$ cat config.mk
export PLATFORM = sky130hd
export DESIGN_NAME = fcg_fwd_gpio_map
export DESIGN_NICKNAME = d
export VERILOG_FILES = /design/src/rtl/fcg_pkg.sv /design/src/rtl/fcg_slot_seq.sv /design/src/rtl/fcg_hold_bank.sv /design/src/rtl/fcg_pin_xbar.sv /design/src/rtl/fcg_fwd_gpio_map.sv
export SDC_FILE = /design/constraint.sdc
export NUM_CORES = 1
export LEC_CHECK = 0
export BUFFER_PORTS_ARGS = -buffer_cell sky130_fd_sc_hd__buf_2
export CAP_MARGIN = 20
export CORE_MARGIN = 2
export CORE_UTILIZATION = 47
export CTS_BUF_LIST = sky130_fd_sc_hd__clkbuf_4 sky130_fd_sc_hd__clkbuf_8
export DETAILED_ROUTE_END_ITERATION = 7
export PLACE_DENSITY = 0.94
export REMOVE_ABC_BUFFERS = 1
export SKIP_LAST_GASP = 1
export SYNTH_ARGS = -nofsm -noshare
export SYNTH_HDL_FRONTEND = slang
export SYNTH_SLANG_ARGS = --single-unit
$ cat constraint.sdc
create_clock -name clk -period 5.35 [get_ports clk]
set_input_delay 1.3375 -clock clk [delete_from_list [all_inputs] [get_ports clk]]
set_output_delay 1.3375 -clock clk [all_outputs]
set_load 0.01 [all_outputs]
$ cat src/rtl/fcg_pkg.sv
// Package: shared sizes, source-select codes and the cycle-length rule
// for the forward-channel GPIO demultiplexer.
// Assumes at most four remote GPIOs share one long cycle of N_REMOTE+1 frames.
package fcg_pkg;

    localparam int N_REMOTE = 4;
    localparam int N_PINS   = 7;
    localparam int SEL_W    = 3;
    localparam int LCNT_W   = 3;
    localparam int SLOT_W   = $clog2(N_REMOTE + 2);
    localparam int IDX_W    = $clog2(N_REMOTE);

    localparam logic [SEL_W-1:0] SRC_FSYNC = SEL_W'(N_REMOTE);
    localparam logic [SEL_W-1:0] SRC_CTRL  = SEL_W'(N_REMOTE + 1);

    // Frames per GPIO cycle for a given link count; 0 means recovery is off.
    function automatic logic [SLOT_W:0] cycle_len(input logic [LCNT_W-1:0] lcnt);
        if (lcnt == LCNT_W'(1))
            return (SLOT_W+1)'(1);
        else if (lcnt == LCNT_W'(2))
            return (SLOT_W+1)'(2);
        else if ((lcnt >= LCNT_W'(3)) && (int'(lcnt) <= N_REMOTE))
            return (SLOT_W+1)'(N_REMOTE + 1);
        else
            return '0;
    endfunction

endpackage

$ cat src/rtl/fcg_slot_seq.sv
// Module: slot sequencer.
// Tracks which slot of the GPIO cycle each frame strobe belongs to and tells
// the holding bank which remote GPIO, if any, takes the frame bit.
// Assumes frame_stb is a single-cycle pulse and link_cnt is quasi-static.
module fcg_slot_seq
    import fcg_pkg::*;
#(
    parameter int NREM = N_REMOTE,
    parameter int SW   = SLOT_W,
    parameter int IW   = IDX_W,
    parameter int LW   = LCNT_W
) (
    input  logic          clk,
    input  logic          rst_n,
    input  logic          frame_stb,
    input  logic          cycle_start,
    input  logic [LW-1:0] link_cnt,
    output logic [SW-1:0] slot_q,
    output logic          upd_valid,
    output logic [IW-1:0] upd_idx
);

    logic [SW-1:0] cur_slot;
    logic [SW:0]   len;
    logic [SW:0]   slot_inc;
    logic          enabled;

    // Select the slot of the current frame and the cycle length of this mode.
    always_comb begin
        cur_slot = cycle_start ? '0 : slot_q;
        len      = cycle_len(link_cnt);
        enabled  = (len != '0);
        slot_inc = {1'b0, cur_slot} + (SW+1)'(1);
    end

    // Decide whether this strobe loads a remote register, and which one.
    always_comb begin
        upd_valid = frame_stb && enabled && (int'(cur_slot) < int'(link_cnt));
        upd_idx   = cur_slot[IW-1:0];
    end

    // Advance the slot counter on each strobe, wrapping at the cycle length.
    always_ff @(posedge clk) begin
        if (!rst_n)
            slot_q <= '0;
        else if (frame_stb) begin
            if (!enabled || (slot_inc >= len))
                slot_q <= '0;
            else
                slot_q <= slot_inc[SW-1:0];
        end
    end

endmodule

$ cat src/rtl/fcg_hold_bank.sv
// Module: remote GPIO holding registers.
// One register per remote GPIO. A register loads the frame bit only when the
// sequencer names it, so it holds its value between its own slots.
// Assumes upd_idx is meaningful only while upd_valid is high.
module fcg_hold_bank
    import fcg_pkg::*;
#(
    parameter int NREM = N_REMOTE,
    parameter int IW   = IDX_W
) (
    input  logic            clk,
    input  logic            rst_n,
    input  logic            upd_valid,
    input  logic [IW-1:0]   upd_idx,
    input  logic            frame_bit,
    output logic [NREM-1:0] gpio_q
);

    for (genvar g = 0; g < NREM; g++) begin : g_reg
        // Load remote GPIO g when the current slot belongs to it.
        always_ff @(posedge clk) begin
            if (!rst_n)
                gpio_q[g] <= 1'b0;
            else if (upd_valid && (upd_idx == IW'(g)))
                gpio_q[g] <= frame_bit;
        end
    end

endmodule

$ cat src/rtl/fcg_pin_xbar.sv
// Module: output pin crossbar.
// Every pin picks a remote GPIO, frame-sync or its own control bit through a
// 3-bit select, then gates the result with its output enable.
// Assumes unused select codes above the control code should drive 0.
module fcg_pin_xbar
    import fcg_pkg::*;
#(
    parameter int NREM = N_REMOTE,
    parameter int NP   = N_PINS,
    parameter int SW   = SEL_W
) (
    input  logic [NREM-1:0]  gpio_val,
    input  logic             fsync_in,
    input  logic [NP-1:0]    ctrl_bit,
    input  logic [NP-1:0]    pin_oe,
    input  logic [NP*SW-1:0] pin_sel,
    output logic [NP-1:0]    pin_out,
    output logic [NP-1:0]    pin_drv_en
);

    for (genvar p = 0; p < NP; p++) begin : g_pin
        logic [SW-1:0] sel;
        logic          src;

        assign sel = pin_sel[p*SW +: SW];

        // Pick the source for pin p according to its select code.
        always_comb begin
            if (int'(sel) < NREM)
                src = gpio_val[sel[$clog2(NREM)-1:0]];
            else if (sel == SRC_FSYNC)
                src = fsync_in;
            else if (sel == SRC_CTRL)
                src = ctrl_bit[p];
            else
                src = 1'b0;
        end

        // Gate pin p by its enable and drive its tri-state control.
        always_comb begin
            pin_out[p]    = pin_oe[p] & src;
            pin_drv_en[p] = pin_oe[p];
        end
    end

endmodule

$ cat src/rtl/fcg_fwd_gpio_map.sv
// Module: forward-channel GPIO demultiplexer and pin mapper (top).
// Sorts per-frame GPIO bits into remote holding registers and routes them,
// or local sync and control bits, onto a bank of output pins.
// Assumes a frame strobe lasts one clock and the config inputs change between strobes.
module fcg_fwd_gpio_map
    import fcg_pkg::*;
(
    input  logic                    clk,
    input  logic                    rst_n,
    input  logic                    frame_stb,
    input  logic                    frame_bit,
    input  logic                    cycle_start,
    input  logic [LCNT_W-1:0]       link_cnt,
    input  logic [N_PINS-1:0]       pin_oe,
    input  logic [N_PINS*SEL_W-1:0] pin_sel,
    input  logic                    fsync_in,
    input  logic [N_PINS-1:0]       ctrl_bit,
    output logic [N_PINS-1:0]       pin_out,
    output logic [N_PINS-1:0]       pin_drv_en
);

    logic [SLOT_W-1:0]   slot_q;
    logic                upd_valid;
    logic [IDX_W-1:0]    upd_idx;
    logic [N_REMOTE-1:0] gpio_val;

    fcg_slot_seq #(
        .NREM(N_REMOTE), .SW(SLOT_W), .IW(IDX_W), .LW(LCNT_W)
    ) u_seq (
        .clk        (clk),
        .rst_n      (rst_n),
        .frame_stb  (frame_stb),
        .cycle_start(cycle_start),
        .link_cnt   (link_cnt),
        .slot_q     (slot_q),
        .upd_valid  (upd_valid),
        .upd_idx    (upd_idx)
    );

    fcg_hold_bank #(
        .NREM(N_REMOTE), .IW(IDX_W)
    ) u_hold (
        .clk      (clk),
        .rst_n    (rst_n),
        .upd_valid(upd_valid),
        .upd_idx  (upd_idx),
        .frame_bit(frame_bit),
        .gpio_q   (gpio_val)
    );

    fcg_pin_xbar #(
        .NREM(N_REMOTE), .NP(N_PINS), .SW(SEL_W)
    ) u_xbar (
        .gpio_val  (gpio_val),
        .fsync_in  (fsync_in),
        .ctrl_bit  (ctrl_bit),
        .pin_oe    (pin_oe),
        .pin_sel   (pin_sel),
        .pin_out   (pin_out),
        .pin_drv_en(pin_drv_en)
    );

endmodule

==> results of run 1 <==
[stage by stage]
step           setup slack [ns]  cell area, um2  power, mW  utilization (%)
5_1_grt                    1.64            1260      0.173             64.3
6_report                   1.72            1260      0.162             64.3
3_5_place_dp               1.71            1230      0.110             62.8
3_3_place_gp               1.75            1230      0.107             62.8
2_1_floorplan              2.01             912     0.0794                -
4_1_cts                    1.71            1260      0.165             64.3
[per-layer routing]
layer  GRT usage [%]  part of all wire [%]
met3            6.36                   9.6
met5               0                     0
met2            40.3                    52
met1            20.6                    38
met4            5.56                  0.81
[area by class of cell]
class                           count  area share [%]
Clock buffer                        4            2.38
Inverter                            6            1.79
Multi-Input combinational cell     78            59.4
Sequential cell                     7            11.1
Tap cell                           27            2.68
Timing Repair Buffer               57            22.6
[synthesized netlist by cell type, drive strengths merged, types with 2 or more instances]
cell	number	area share (%)
mux2i	18	19
mux4	7	16
nand2	5	1.9
inv	5	1.9
a21o	2	2.3
nand2b	3	1.9
buf	7	5.4
nor2b	7	4.5
clkbuf	2	0.77
dfxtp	7	14
nor2	9	3.5
ha	9	12
o21ai	2	1.4
nor4b	4	4.2
a22o	3	2.7
[flip-flops by register name, summed over array words and instances (netlist names)]
| signal | cells |
|---|---|
| u_seq.slot_q | 3 |
| u_hold.gpio_q | 4 |
[worst max-delay path, stage by stage]
cell and delay [ns]:
buf_2 0.11, mux4_2 0.49, mux2i_1 0.16, nor2b_1 0.06, buf_2 0.13
[kinds of logic (layout without fill, tap and decap cells)]
family / after synthesis / after routing / synth area share [%]
adders and majority gates: 9 / 9 / 11.6
AOI/OAI and AO/OA: 12 / 12 / 10.9
and+or+nand+nor: 31 / 31 / 18.9
xor gates and xnor gates: 1 / 1 / 0.901
DFF: 7 / 7 / 14.4
buffers and inverters: 15 / 67 / 8.49
muxes: 25 / 25 / 34.7
[worst paths after layout]
kind,startpoint,end,slack (ns),cells past startpoint
setup / recovery,pin_sel[9],pin_out[3],1.72,5
hold / removal,u_seq.slot_q[1],u_seq.slot_q[1],0.50,1
setup reg to reg,u_seq.slot_q[0],u_seq.slot_q[0],3.35,8
hold reg to reg,u_seq.slot_q[1],u_seq.slot_q[1],0.50,1
[report_power, final]
group / internal [mW] / switching, mW
logic: 0.0311 / 0.0235
registers: 0.0530 / 0.00109
clock network: 0.0336 / 0.0202
==> impl_results.md, run 1 <==
* Synth Flop Type: dfxtp_1
* Yosys warns at 0
* Initial core utilization at 49.6%
* Pwr Density at 129 nW/um2
* Clock skew at 0.00300 ns
* Arrival @ worst endpoint at 2.30 ns
* CTS resizes at 0
* Placed instance count at 175
* Max Fclk at 0.275 GHz
* Max VDD drop at 0.121 mV
* Final Max Slew Viols at 0
* Root Driver: clkbuf_4
* Insertion delay to the later sink of the worst-skew pair at 0.25 ns
* Area of the multi-input gates at 749 um2
* Ys async rst share at 0%
* GRT Residual Overflow at 0
* GR Util All Layers at 20.6%
* Worst EP required at 4.01 ns
* I/O Pins at 58
* Area grow syn2layout at 29.7%
* Rel. slew slack at 72.2%
* Fraction of layout cells with a size suffix above 1 at 49.3%
* Fin. Hold Viols at 0
* CTS tree: built
* Clock tree buffer depth at 2
* Die Wd at 49.5 um
* CTS Sinks at 7
* Setup Total Neg Slack at 0 ns
* Syn Area/Cell at 9.72 um2
* Die height at 49.5 um
* Detailed-route DRC error count at 0
* Setup crit end kind: primary output
* Commonest non-fill, non-tap cell in the layout: buf_2
* Status: finished clean
* Register area share after synthesis at 14.4%
* Fin crit period at 3.63 ns
* Cts hold-fix bufs at 0
* # Post-CTS Setup Buffers at 0
* Slew @ Worst Pin at 0.416 ns
* Final Wtd Congestion at 0.817
* Cell row count at 16
* ANT cells at 0
* FILL cells at 174
* Synthesized flop and latch total at 7
* Clock transition at path regs at 0.05 ns
* Commonest non-fill, non-tap cells in the layout: 57 x buf_2, 18 x mux2i_1, 9 x nor2_1, 9 x ha_1
* Setup-failing EPs final at 0
* H-tree depth at 1
* MaxCap Viol Count at 0
* DRT iter0 DRCs at 8
* Post-Syn Area at 972 um2
* Final WL at 2.36 mm
* Mapped Cells at 100
* Reg area at 140 um2
* Vias in the first global route at 948
* Nets at 206
* Synth unique cells at 29
* Critical path launch point type: input pin
* EDFF count, synth at 0
* Hold Slack at 0.499 ns
* First-pass GRT wire length at 3.94 mm
* First-pass DRT Iterations at 5
* Routed wire length per instance at 13.2 um
* Routed Antenna Nets at 0
* Initial antenna violation count at 0
* Largest net degree at the start of global routing at 9
* DP HPWL at 2.02 mm
* Final Cycle Share at 67.9%
* Die Area at 2450 um2
* Core ar. at 1960 um2
* Leakage at 0.643 nW
* Worst Path Max Fanout at 2
* TritonCTS Buffers at 3
* Class of the worst hold path: reg -> reg
* Finished Layout Cells at 179
* DR vias at 958
* IO buf count at 57
* DR vias/cell at 5.35
* RSZ-0062 raised after global routing: no
* Kind of critical path: in -> out
Power figures use the tool's default switching activity.
==> inputs of run 2 (changes only) <==
- CORE_UTILIZATION: 47 -> 40
- PLACE_DENSITY: 0.94 -> 0.86
- clock period: 5.35 -> 3 ns (I/O delays scaled with it)
==> run 2 against run 1 <==
  * Clock power increased by 78%
  * Design area about the same
  * Die area increased by 16%
  * Critical endpoint unchanged
  * Largest power group unchanged
==> impl_results.md, run 2 (synthesis gave the netlist of run 1 again) <==
* Largest regs: u_hold.gpio_q x4, u_seq.slot_q x3
* Worst path max stage delay at 0.49 ns (about the same)
* Rel. slew slack at 70.7% (-1.4 points)
* Slew @ Worst Pin at 0.433 ns (+0.0172 ns)
* ANT cells at 0 (unchanged)
* Crit. Startpoint: pin_sel[9]
* Setup-failing EPs final at 0 (unchanged)
* DR vias/cell at 5.22 (-2.4%)
* GR Util All Layers at 17.3% (-3.3 points)
* Die Area at 2840 um2 (+16%)
* First-pass GRT wire length at 3.66 mm (-7.0%)
* Clock transition at path regs at 0.05 ns (about the same)
* Max VDD drop at 0.205 mV (+70%)
* CTS resizes at 0 (unchanged)
* Worst Path Max Fanout at 2 (unchanged)
* Die height at 53.3 um (+7.7%)
* DRT iter0 DRCs at 5 (-3)
* TritonCTS Buffers at 3 (unchanged)
* Fin. Hold Viols at 0 (unchanged)
* Root Driver: clkbuf_4
* Final WL at 2.36 mm (+0.13%)
* Kind of critical path: in -> out
* CP bufs+invs at 2 (unchanged)
* DP HPWL at 2.02 mm (+0.26%)
* Arrival @ worst endpoint at 1.69 ns (-0.61 ns)
* Routed Antenna Nets at 0 (unchanged)
* Post-Place Cell Area at 1230 um2 (+0.10%)
* MaxCap Viol Count at 0 (unchanged)
* Final Cycle Share at 81.2%
* Core ar. at 2250 um2 (+15%)
* Critical Path, Cell by Cell: buf_2 > mux4_2 > mux2i_1 > nor2b_1 > buf_2
* Top reg by flops: u_hold.gpio_q
* Area grow syn2layout at 29.9% (about the same)
* IO buf count at 57 (unchanged)
* DR vias at 940 (-1.9%)
* Min-delay src: u_seq.slot_q[1]
* Fraction of layout cells with a size suffix above 1 at 49.3% (unchanged)
* CTS tree: built
* Die Wd at 53.3 um (+7.7%)
* Status: finished clean
* I/O Pins at 58 (unchanged)
* Nets at 206 (unchanged)
* GR peak layer: met2
* RSZ-0062 raised after global routing: no
* Setup crit end kind: primary output
* Final Wtd Congestion at 0.863 (+5.7%)
* Util after Layout at 56.0% (-8.3 points)
* Setup Total Neg Slack at 0 ns (unchanged)
* GRT Residual Overflow at 0 (unchanged)
* Vias in the first global route at 881 (-7.1%)
* Clock tree buffer depth at 2 (unchanged)
* # Post-CTS Setup Buffers at 0 (unchanged)
* Routing usage on met1 at 16.6% (-4.0 points)
* Worst slack, placed at 0.503 ns (-1.20 ns)
* H-tree depth at 1 (unchanged)
* Crit path max-delay family: multiplexers
* Met3 usage at 5.37% (-1.0 points)
* Slowest library cell on the worst path: mux4_2
* Final Max Slew Viols at 0 (unchanged)
* Routed wire length per instance at 13.1 um (-0.43%)
* Pwr Density at 229 nW/um2 (+78%)
* Worst r2r src: u_seq.slot_q[0]
* Fin crit period at 2.44 ns
* Detailed-route DRC error count at 0 (unchanged)
* Max Fclk at 0.411 GHz
* Commonest non-fill, non-tap cell in the layout: buf_2
* Clock skew at 0.000978 ns (-0.00202 ns)
* Cts hold-fix bufs at 0 (unchanged)
* Initial core utilization at 43.1% (-6.4 points)
* Top cell by count, worst path: buf_2
* Worst EP required at 2.25 ns (-1.76 ns)
* First-pass DRT Iterations at 4 (-1)
* Class of the worst hold path: reg -> reg
* Leakage at 0.643 nW (unchanged)
* Setup WS post-layout at 0.565 ns (-1.15 ns)
* Total power at 0.290 mW (+78%)
* CTS Sinks at 7 (unchanged)
* Critical path launch point type: input pin
* Max reg flops at 4 (unchanged)
* Cell row count at 17 (+1)
* GR Layer Usage met2 at 34.8% (-5.5 points)
* Initial antenna violation count at 0 (unchanged)
* Commonest non-fill, non-tap cells in the layout: 57 x buf_2, 18 x mux2i_1, 9 x nor2_1, 9 x ha_1
* Post-Layout Inst Area at 1260 um2 (about the same)
* Largest net degree at the start of global routing at 9 (unchanged)
* Insertion delay to the later sink of the worst-skew pair at 0.25 ns (about the same)
[run 2: cell counts in the layout (fill, tap and decap cells not counted)]
Identical to the previous run, type by type.
[run 2: per-stage QoR]
step / hold WS (ns) / std cells
2_1_floorplan: 0.443 / 91
3_3_place_gp: 0.469 / 176
3_5_place_dp: 0.490 / 176
4_1_cts: 0.507 / 180
5_1_grt: 0.523 / 180
6_report: 0.500 / 180
[run 2: where the power goes]
part	switching (mW)	internal (mW)	total, mW
clock	0.0360	0.0599	0.0958
combinational	0.0420	0.0555	0.0974
sequential	0.00205	0.0944	0.0964
[run 2: path summary, 6_finish.rpt]
check / end / slack, ns / cells past startpoint
setup / recovery: pin_out[3] / 0.56 / 5
hold / removal: u_seq.slot_q[1] / 0.50 / 1
setup reg to reg: u_seq.slot_q[1] / 1.03 / 8
hold reg to reg: u_seq.slot_q[1] / 0.50 / 1
[run 2: layer usage]
metal  vias up  routed length, um
met5         -                  0
met4         0                  4
met3         2                274
met2        55               1200
met1       415                879
li1        468                  -
[run 2: final cells by class]
cell class | instances | area (um2)
clock buffers | 4 | 30.0
multi-input cells | 78 | 749
inverters | 6 | 22.5
well taps | 28 | 35.0
flip-flops and latches | 7 | 140
repair buffers | 57 | 285
fillers | 203 | 992
[run 2: worst reg2reg max path, stage by stage (launching register included)]
cell and delay, ns:
dfxtp_1 0.32, nand2b_1 0.16, inv_1 0.11, ha_1 0.21, xor2_1 0.18, ha_1 0.19, a311o_1 0.29, a211oi_2 0.26
a22o_1 0.19
